<file path="src/rtl/acc_seq_pkg.sv">
// Shared types for the accumulator sequencer: operation codes and the
// arithmetic selector. Assumes a 3-bit operation field.
package acc_seq_pkg;
    localparam int unsigned OP_W = 3;

    typedef enum logic [OP_W-1:0] {
        OP_AND = 3'd0,
        OP_ADD = 3'd1,
        OP_LDA = 3'd2,
        OP_STA = 3'd3,
        OP_BUN = 3'd4,
        OP_BSA = 3'd5,
        OP_ISZ = 3'd6,
        OP_EXT = 3'd7
    } opcode_e;

    typedef enum logic [1:0] {
        ALU_AND  = 2'd0,
        ALU_ADD  = 2'd1,
        ALU_PASS = 2'd2
    } alu_sel_e;
endpackage

</file>
<file path="src/rtl/acc_step_timer.sv">
// Step counter with a one-hot decode of its value. It advances once per
// cycle while run is high and returns to zero when clr is high.
// Assumes the caller clears it before it can wrap.
module acc_step_timer #(
    parameter int unsigned SC_W = 4,
    localparam int unsigned N_T = 1 << SC_W
) (
    input  logic           clk,
    input  logic           rst_n,
    input  logic           run,
    input  logic           clr,
    output logic [N_T-1:0] tstate
);
    logic [SC_W-1:0] sc_q;

    // Counter: clear on the final step, otherwise step forward.
    always_ff @(posedge clk) begin
        if (!rst_n) begin
            sc_q <= '0;
        end else if (run) begin
            if (clr) sc_q <= '0;
            else     sc_q <= sc_q + 1'b1;
        end
    end

    // One decoder line per counter value.
    for (genvar g = 0; g < N_T; g++) begin : g_dec
        assign tstate[g] = (sc_q == SC_W'(g));
    end
endmodule

</file>
<file path="src/rtl/acc_op_decode.sv">
// Decodes the operation field into one-hot lines D0..D(2^OP_W-1).
// Purely combinational.
module acc_op_decode #(
    parameter int unsigned OP_W = 3,
    localparam int unsigned N_D = 1 << OP_W
) (
    input  logic [OP_W-1:0] op,
    output logic [N_D-1:0]  d
);
    for (genvar g = 0; g < N_D; g++) begin : g_dec
        assign d[g] = (op == OP_W'(g));
    end
endmodule

</file>
<file path="src/rtl/acc_alu.sv">
// Accumulator arithmetic: AND, add with carry out, and pass-through.
// Combinational. The carry is meaningful only for the add selection.
module acc_alu
    import acc_seq_pkg::*;
#(
    parameter int unsigned DATA_W = 16
) (
    input  logic [DATA_W-1:0] a,
    input  logic [DATA_W-1:0] b,
    input  alu_sel_e          sel,
    output logic [DATA_W-1:0] y,
    output logic              cout
);
    logic [DATA_W:0] sum;

    // Full-width sum so the carry out of the top bit is kept.
    assign sum = {1'b0, a} + {1'b0, b};

    // Result select.
    always_comb begin
        cout = 1'b0;
        case (sel)
            ALU_AND: y = a & b;
            ALU_ADD: begin
                y    = sum[DATA_W-1:0];
                cout = sum[DATA_W];
            end
            default: y = b;
        endcase
    end
endmodule

</file>
<file path="src/rtl/acc_seq_core.sv">
// Fetch / decode / execute sequencer for memory-reference instructions.
// Assumes a memory whose read data arrives one cycle after the address.
// Every transfer is enabled by timing line x decoded op x mode flag.
module acc_seq_core
    import acc_seq_pkg::*;
#(
    parameter int unsigned ADDR_W = 12,
    parameter int unsigned DATA_W = 16,
    parameter int unsigned SC_W   = 4,
    parameter logic [ADDR_W-1:0] START_ADDR = 'h010,
    localparam int unsigned N_T   = 1 << SC_W,
    localparam int unsigned N_D   = 1 << OP_W,
    localparam int unsigned MODE_BIT = DATA_W - 1,
    localparam int unsigned OP_LSB   = DATA_W - 1 - OP_W,
    localparam int unsigned PAD_W    = DATA_W - ADDR_W
) (
    input  logic              clk,
    input  logic              rst_n,
    input  logic              halt,
    input  logic [DATA_W-1:0] mem_rdata,
    output logic [ADDR_W-1:0] mem_addr,
    output logic [DATA_W-1:0] mem_wdata,
    output logic              mem_we,
    output logic [DATA_W-1:0] ir_o,
    output logic [DATA_W-1:0] acc_o,
    output logic              e_o,
    output logic [ADDR_W-1:0] pc_o,
    output logic [N_T-1:0]    tstate_o,
    output logic [1:0]        grp_strobe_o
);
    logic [ADDR_W-1:0] pc_q, ar_q;
    logic [DATA_W-1:0] ir_q, dr_q, ac_q;
    logic              e_q, i_q, halted_q;
    logic              run;
    logic [N_T-1:0]    t;
    logic [N_D-1:0]    d;
    logic              sc_clr;
    logic              ar_from_pc, ar_from_mem, ar_ptr, ar_inc;
    logic              pc_from_ar, pc_step;
    logic              dr_load, dr_inc, ac_load, e_load, ir_load;
    logic              mem_op;
    logic              dr_zero;
    alu_sel_e          alu_sel;
    logic [DATA_W-1:0] alu_y;
    logic              alu_c;

    assign run = !(halt || halted_q);

    acc_step_timer #(.SC_W(SC_W)) u_timer (
        .clk    (clk),
        .rst_n  (rst_n),
        .run    (run),
        .clr    (sc_clr),
        .tstate (t)
    );

    acc_op_decode #(.OP_W(OP_W)) u_dec (
        .op (ir_q[OP_LSB +: OP_W]),
        .d  (d)
    );

    acc_alu #(.DATA_W(DATA_W)) u_alu (
        .a    (ac_q),
        .b    (dr_q),
        .sel  (alu_sel),
        .y    (alu_y),
        .cout (alu_c)
    );

    // Control products: timing line x operation line x mode flag.
    assign mem_op      = !d[OP_EXT];
    assign dr_zero     = (dr_q == '0);
    assign ar_from_pc  = t[0];
    assign ir_load     = t[2];
    assign ar_from_mem = t[2];
    assign ar_ptr      = t[4] && mem_op && i_q;
    assign ar_inc      = t[5] && d[OP_BSA];
    assign pc_step     = t[1] || (t[8] && d[OP_ISZ] && dr_zero);
    assign pc_from_ar  = (t[5] && d[OP_BUN]) || (t[6] && d[OP_BSA]);
    assign dr_load     = t[6] && (d[OP_AND] || d[OP_ADD] || d[OP_LDA] || d[OP_ISZ]);
    assign dr_inc      = t[7] && d[OP_ISZ];
    assign ac_load     = t[7] && (d[OP_AND] || d[OP_ADD] || d[OP_LDA]);
    assign e_load      = t[7] && d[OP_ADD];
    assign sc_clr      = (t[3] && d[OP_EXT])
                       || (t[5] && (d[OP_STA] || d[OP_BUN]))
                       || (t[6] && d[OP_BSA])
                       || (t[7] && (d[OP_AND] || d[OP_ADD] || d[OP_LDA]))
                       || (t[8] && d[OP_ISZ]);

    // Arithmetic select from the decoded operation.
    always_comb begin
        if (d[OP_AND])      alu_sel = ALU_AND;
        else if (d[OP_ADD]) alu_sel = ALU_ADD;
        else                alu_sel = ALU_PASS;
    end

    // Halt latch: set by the halt input, cleared only by reset.
    always_ff @(posedge clk) begin
        if (!rst_n)    halted_q <= 1'b0;
        else if (halt) halted_q <= 1'b1;
    end

    // Program counter: start address, fetch step, skip, branch.
    always_ff @(posedge clk) begin
        if (!rst_n) begin
            pc_q <= START_ADDR;
        end else if (run) begin
            if (pc_from_ar)   pc_q <= ar_q;
            else if (pc_step) pc_q <= pc_q + 1'b1;
        end
    end

    // Address register: fetch address, instruction field, pointer, BSA step.
    always_ff @(posedge clk) begin
        if (!rst_n) begin
            ar_q <= '0;
        end else if (run) begin
            if (ar_from_pc)                 ar_q <= pc_q;
            else if (ar_from_mem || ar_ptr) ar_q <= mem_rdata[ADDR_W-1:0];
            else if (ar_inc)                ar_q <= ar_q + 1'b1;
        end
    end

    // Instruction register and mode flag, captured from the fetch read.
    always_ff @(posedge clk) begin
        if (!rst_n) begin
            ir_q <= '0;
            i_q  <= 1'b0;
        end else if (run && ir_load) begin
            ir_q <= mem_rdata;
            i_q  <= mem_rdata[MODE_BIT];
        end
    end

    // Data register: operand capture and ISZ increment.
    always_ff @(posedge clk) begin
        if (!rst_n) begin
            dr_q <= '0;
        end else if (run) begin
            if (dr_load)     dr_q <= mem_rdata;
            else if (dr_inc) dr_q <= dr_q + 1'b1;
        end
    end

    // Accumulator and carry flag.
    always_ff @(posedge clk) begin
        if (!rst_n) begin
            ac_q <= '0;
            e_q  <= 1'b0;
        end else if (run) begin
            if (ac_load) ac_q <= alu_y;
            if (e_load)  e_q  <= alu_c;
        end
    end

    // Memory write port: STA and BSA at step 5, ISZ at step 8.
    assign mem_we = run && ((t[5] && (d[OP_STA] || d[OP_BSA])) || (t[8] && d[OP_ISZ]));

    // Write data chooses by operation.
    always_comb begin
        if (d[OP_STA])      mem_wdata = ac_q;
        else if (d[OP_BSA]) mem_wdata = {{PAD_W{1'b0}}, pc_q};
        else                mem_wdata = dr_q;
    end

    assign mem_addr     = ar_q;
    assign ir_o         = ir_q;
    assign acc_o        = ac_q;
    assign e_o          = e_q;
    assign pc_o         = pc_q;
    assign tstate_o     = t;
    assign grp_strobe_o = (run && t[3] && d[OP_EXT]) ? {i_q, !i_q} : 2'b00;
endmodule

</file>
<file path="config.mk">
export PLATFORM = sky130hd
export DESIGN_NAME = acc_seq_core
export DESIGN_NICKNAME = d
export VERILOG_FILES = /design/src/rtl/acc_seq_pkg.sv /design/src/rtl/acc_step_timer.sv /design/src/rtl/acc_op_decode.sv /design/src/rtl/acc_alu.sv /design/src/rtl/acc_seq_core.sv
export SDC_FILE = /design/constraint.sdc
export NUM_CORES = 1
export LEC_CHECK = 0
export CAP_MARGIN = 5
export CORE_ASPECT_RATIO = 1.75
export CORE_MARGIN = 8
export CORE_UTILIZATION = 25
export CTS_CLUSTER_SIZE = 28
export DETAILED_ROUTE_END_ITERATION = 7
export PLACE_DENSITY = 0.49
export SYNTH_ARGS = -nofsm -noshare
export SYNTH_HDL_FRONTEND = slang
export SYNTH_HIERARCHICAL = 1
export SYNTH_SLANG_ARGS = --single-unit
</file>
<file path="constraint.sdc">
create_clock -name clk -period 2.12 [get_ports clk]
set_clock_uncertainty 0.1 [all_clocks]
set_input_delay 0.424 -clock clk [delete_from_list [all_inputs] [get_ports clk]]
set_output_delay 0.424 -clock clk [all_outputs]
set_load 0.01 [all_outputs]
</file>
Word level (Yosys, flattened, before mapping)
Index checks and enable logic that the tools add are counted.
Widths: inputs -> output; s select.
{ "totals": {"ff_bits": 79, "in_bits": 19, "out_inout_bits": 92, "wordCells": 101} }
{ "classes": {"add_sub_neg": 5, "n_eq_ne": 23, "mux": 15, "n_bitwise": 2, "reduce_logical": 47} }
{ "ops": {"columns": ["cell", "n"], "rows": [
  ["$mux 16", 4],
  ["$mux 12", 5],
  ["$eq 4x4->1 const B", 8],
  ["$pmux 16 s2", 1],
  ["$add 12x1->12 const B", 2],
  ["$logic_and 1x1->1", 18],
  ["$add 16x16->17", 1],
  ["$add 16x1->16 const B", 1],
  ["$and 16x16->16", 1],
  ["$eq 4x3->1 const B", 4],
  ["$logic_not 16->1", 1],
  ["$logic_or 1x1->1", 14],
  ["$eq 3x3->1 const B", 4],
  ["$reduce_and 2->1", 5],
  ["$eq 4x2->1 const B", 2],
  ["$eq 3x2->1 const B", 2],
  ["$mux 2", 3],
  ["$add 4x1->4 const B", 1],
  ["$eq 4x1->1 const B", 1],
  ["$logic_not 4->1", 1],
  ["$mux 4", 1],
  ["$reduce_bool 2->1", 2],
  ["$eq 3x1->1 const B", 1],
  ["$logic_not 1->1", 3],
  ["other kinds (6)", 6]
]} }

Longest topological paths before layout
{ "logic_depth": {"ltp_word": 8, "mapped_depth": 11, "mapped_depth_nobuf": 11} }

Cells and area by module
The synthesis kept the hierarchy.
{ "modules_own_cells": {"columns": ["mod", "instances", "cells_each", "area_per_inst_um2", "seq_area_each_um2"], "rows": [
  ["acc_seq_core", 1, 588, 4255.3, 1481.4],
  ["acc_alu", 1, 161, 1133.6, 0.0],
  ["acc_step_timer", 1, 46, 354.1, 80.1],
  ["acc_op_decode", 1, 8, 65.1, 0.0]
]} }

Worst setup path after synthesis
Ideal clock, no wire load.
{ "synth_path": {"kind": "register to register", "from": "register u_timer.sc_q[0]", "to": "register u_timer.sc_q[3]", "setup_ns": 0.070, "t_arrival_ns": 2.160, "setup_slack_ns": -0.210, "stages_incl_launch_ff": 9, "n_path_buf": 1, "path_cell_list": "dfxtp_1 > inv_1 > ha_1 > and2_1 > a22oi_1 > clkbuf_1 > nand4_1 > or4_1 > a21boi_1"} }
{ "synth_rtl": {"columns": ["element", "line_no", "rtl"], "rows": [
  ["start: declaration", "acc_step_timer.sv:14", "logic [SC_W-1:0] sc_q;"],
  ["start signal: assignment", "acc_step_timer.sv:22", "else sc_q <= sc_q + 1'b1;"],
  ["$eq 4x3->1", "acc_step_timer.sv:28", "assign tstate[g] = (sc_q == SC_W'(g));"],
  ["named net tstate_o[6]", "acc_seq_core.sv:28", "output logic [N_T-1:0] tstate_o,"],
  ["$logic_and 1x1->1", "acc_seq_core.sv:86", "|| (t[6] && d[OP_BSA])"],
  ["$logic_or 1x1->1", "acc_seq_core.sv:86", null],
  ["$logic_or 1x1->1", "acc_seq_core.sv:87", "|| (t[7] && (d[OP_AND] || d[OP_ADD] || d[OP_LDA]))"],
  ["$logic_or 1x1->1", "acc_seq_core.sv:88", "|| (t[8] && d[OP_ISZ]);"],
  ["named net sc_clr", "acc_seq_core.sv:37", "logic sc_clr;"],
  ["$mux 4", "acc_step_timer.sv:21", "if (clr) sc_q <= '0;"]
]} }
The timed path passes the listed nets, and every way through them passes these cells.
A chain may end at the register's enable or synchronous reset.

Worst setup path in the final report
{ "layout_path": {"from": "register ir_q[14], in the netlist ir_o[14]", "to": "output port mem_wdata[1]"} }
{ "layout_between": {"elab_chain_len": 3} }
{ "layout_lines": {"columns": ["element", "line_no", "rtl"], "rows": [
  ["start: declaration", "acc_seq_core.sv:32", "logic [DATA_W-1:0] ir_q, dr_q, ac_q;"],
  ["start signal: assignment", "acc_seq_core.sv:130", "ir_q <= mem_rdata;"],
  ["$eq 3x3->1", "acc_op_decode.sv:11", "assign d[g] = (op == OP_W'(g));"],
  ["named net d[5]", "acc_seq_core.sv:36", "logic [N_D-1:0] d;"],
  ["$mux 16", "acc_seq_core.sv:162", "else if (d[OP_BSA]) mem_wdata = {{PAD_W{1'b0}}, pc_q};"],
  ["$mux 16", "acc_seq_core.sv:161", "if (d[OP_STA]) mem_wdata = ac_q;"],
  ["end: declaration", "acc_seq_core.sv:22", "output logic [DATA_W-1:0] mem_wdata,"]
]} }
The timed path passes the listed nets, and every way through them passes these cells.

==> summary.md <==
| Metric | Value |
|---|---|
| Status | finished with violations |
| Failing checks | setup timing |
| Initial antenna violation count | 0 |
| Net Sw Power | between 0.9 and 1 mW |
| Wire length per cell | approximately 20 um |
| Cell-internal power | ~2.7 mW |
| Critical path arrival | around 1.7 ns |
| Sequential share of power | 0.419 |
| Endpoints failing setup | 26 |
| Finished layout cell area | slightly below 0.01 mm^2 |
| Post-synth EDFFs | 0 |
| Grt met1 use | 0.173 |
| Remaining antenna violation count after routing | 0 |
| Main combinational cell family by area after synthesis | simple AND/OR/NAND/NOR gates |
| Die Wd | 131 um |
| First-pass GRT wire length | 40.7 mm |
| Worst setup path startpoint | ir_o[14] |
| CTS tree | yes |
| Met3 GRT Util | 0.0279 |
| CTS Buf Count | 9 |
| Placed cell area | 0.00853 mm^2 |
| Skew-Pair Late Insertion Delay | roughly 0.36 ns |
| Vias in the first global route | 7162 |
| Unrepaired setup endpoints after global routing | yes |
| Root Buffer | clkbuf_16 |
| Via count | 7068 |
| Congestion Overflow GR | 0 |
| Min-Delay Path Class | reg2reg |
| Routed wire length | about 27 mm |
| Launch point of the worst reg-to-reg path | acc_o[0] |
| Compound-Gate Fraction of Synth Area | 0.272 |
| Synth Area in Simple Gates | 0.280 |
| Worst r2r path cells | 11 |
| Clock transition at the registers of the reported paths | approximately 0.060 ns |
| CP Capture Type | primary output |
| Seq/Total Area, Yosys | 0.269 |
| Final hold vios | 0 |
| Max Buffers Root-to-Sink | 2 |
| Flops & latches, synth | 78 |
| Synth Area in Adders | 0.0551 |
| Hpwl dp | 21.4 mm |
| DIE AREA | approximately 0.029 mm^2 |
| Worst setup SP type | register |
| Grt met2 use | 0.373 |
| Vias/cell | a little over 5 |
| Tot GR Track Use | 0.184 |
| Pleak | approximately 3.8 nW |
| NumNets Final | about 1100 |
| Main synth FF type | dfxtp_1 |
| CTS sink cnt | 78 |
| Tcrit/Tclk final | 1.05 |
| Overall power | 3.65 mW |
| Drt drc | 0 |
| Most used routing layer | met2 |
| H-Tree Depth | 3 |
| Mapped Avg Cell Area | between 7 and 8 um^2 |
| Worst EP required | between 1.5 and 2 ns |
| Mapped cell area | about 0.0058 mm^2 |
| Switching Share | 0.269 |
| DRT iter0 DRCs | between 300 and 400 |
| Hold Path Stages | 2 |
| Worst Setup Path Type | reg2out |
| IO Pins | about 110 |
| Most frequent cells in the layout | 152 x buf_4, 145 x nand2_1, 75 x clkdlybuf4s50_1 |
| Row cnt | 74 |
| Starting Density | 0.252 |
| Worst-path fanout max | 7 |
| Setup TNS | -1.09 ns |
| Final worst setup slack | -0.0996 ns |
| Pwr Density | roughly 380 mW/mm^2 |
| Comb power frac | 0.132 |
| Mux cell area share after synthesis | 0.0433 |
| Syn nets | about 850 |
| Final Critical Period | approximately 2.2 ns |
| Largest net degree at the start of global routing | 27 |
| Worst slew margin | 0.641 |
| Max Clk Rate | around 0.45 GHz |
| Core Footprint | 0.0231 mm^2 |
| Hold_buf cts | 0 |
| Clock power frac | 0.449 |
| Yosys cell types | 76 |
| Worst Max-Slew Pin Slew | 0.534 ns |
| Syn-to-layout area delta | 67.2% |
| FFs w/ async S/R, synth | 0 |
| Hold path start | ir_o[5] |
| PortBufs | 110 |
| Placer Congestion | approximately 0.90 |
| Final antenna diode count | 0 |
| Slew Limit Fails | 0 |
| Cell count after synthesis | about 800 |
| Post-Synth XOR/XNOR Area | 0.0271 |
| First-pass DRT Iterations | 4 |
| MaxCap Viol Count | 0 |
| Share of cells above drive strength 1 | 0.359 |
| Chip height | around 220 um |
| Worst vdd ir | between 0.0003 and 0.0004 V |
| Synth warn | 6 |
| Commonest non-fill, non-tap cell in the layout | buf_4 |
routing by layer:
metal / up-vias / wire length, um
met2: 172 / 15600
li1: 3437 / -
met1: 3402 / 9440
met5: - / 0
met3: 57 / 954
met4: 0 / 1150
worst max-delay path: stages (launching register included):
cell and delay, ns:
dfxtp_4 0.36, and3b_2 0.26, buf_12 0.16, buf_12 0.12, mux2i_1 0.10, o21ai_1 0.16, buf_2 0.16
final cells by class:
type                            instances  area, um^2
Tap cell                              304         380
Sequential cell                        78        1600
Clock buffer                           13         250
Fill cell                            2363       13300
Multi-Input combinational cell        654        4530
Inverter                               19        78.8
Clock inverter                          3        43.8
Timing Repair Buffer                  309        2830
cells in the mapped netlist, drive strengths merged (5+ instances only):
library cell | count | area [um^2]
or3 | 7 | 48.8
nor4 | 9 | 56.3
a21oi | 81 | 413
o211ai | 7 | 52.6
nand4 | 10 | 68.8
o22ai | 7 | 43.8
xor2 | 9 | 78.8
o21a | 6 | 45.0
a211o | 8 | 70.1
mux2i | 24 | 240
o31ai | 5 | 37.5
buf | 19 | 109
ha | 24 | 300
a31oi | 14 | 103
and3 | 14 | 88.8
nand2 | 152 | 571
a22oi | 9 | 67.6
xnor2 | 9 | 78.8
dfxtp | 78 | 1560
and4 | 5 | 43.8
nor2 | 50 | 190
nand2b | 7 | 43.8
nor3 | 16 | 80.1
nor2b | 8 | 57.6
a21o | 8 | 60.1
clkbuf | 33 | 129
nor3b | 6 | 45.0
inv | 18 | 70.1
o21ai | 67 | 339
and2 | 15 | 93.8
nand3b | 5 | 37.5
nand3 | 25 | 125
state kept, by name, indices dropped and copies added, names as in the netlist:
name and flops:
acc_o 16, dr_q 16, ir_o 16, mem_addr 12
pc_o 12, u_timer/sc_q 4, e_o 1, halted_q 1
power by group through the flow:
stage	sequential [mW]	clock, mW	combinational, mW
2_1_floorplan	1.56	0	0.173
6_report	1.53	1.64	0.480
3_3_place_gp	1.56	0	0.448
5_1_grt	1.53	1.72	0.519
4_1_cts	1.53	1.66	0.465
3_5_place_dp	1.56	0	0.449
worst paths after layout:
path                                endpoint  slack (ns)
worst max-delay path            mem_wdata[1]        -0.1
worst min register to register       ir_o[5]        0.36
worst min-delay path                 ir_o[5]        0.36
worst max register to register           e_o       -0.09
cell families (layout without fill, tap and decap cells):
kind of cell | count (synthesis) | count (layout)
xor+xnor | 18 | 18
buf+inv | 71 | 344
simple gates | 338 | 338
compound gates | 248 | 248
fa+ha+maj | 25 | 25
flops | 78 | 78
mux | 25 | 25
what timing repair did:
item / in CTS / in global routing
setup endpoints to repair: 79 / 84
cloned: 2 / 2
hold endpoints to repair: 0 / 0
pin swaps: 29 / 48
resized for setup: 203 / 123
buffers inserted: 17 / 8
through the flow:
stage / std cells / setup WS (ns) / hold slack (ns) / util
6_report: 1380 / -0.0996 / 0.360 / 0.421
5_1_grt: 1380 / -0.183 / 0.378 / 0.421
3_5_place_dp: 1339 / -0.423 / 0.352 / 0.370
2_1_floorplan: 803 / -0.0891 / 0.371 / -
3_3_place_gp: 1339 / -0.415 / 0.344 / 0.370
4_1_cts: 1372 / -0.132 / 0.365 / 0.400
Power figures use the tool's default switching activity.
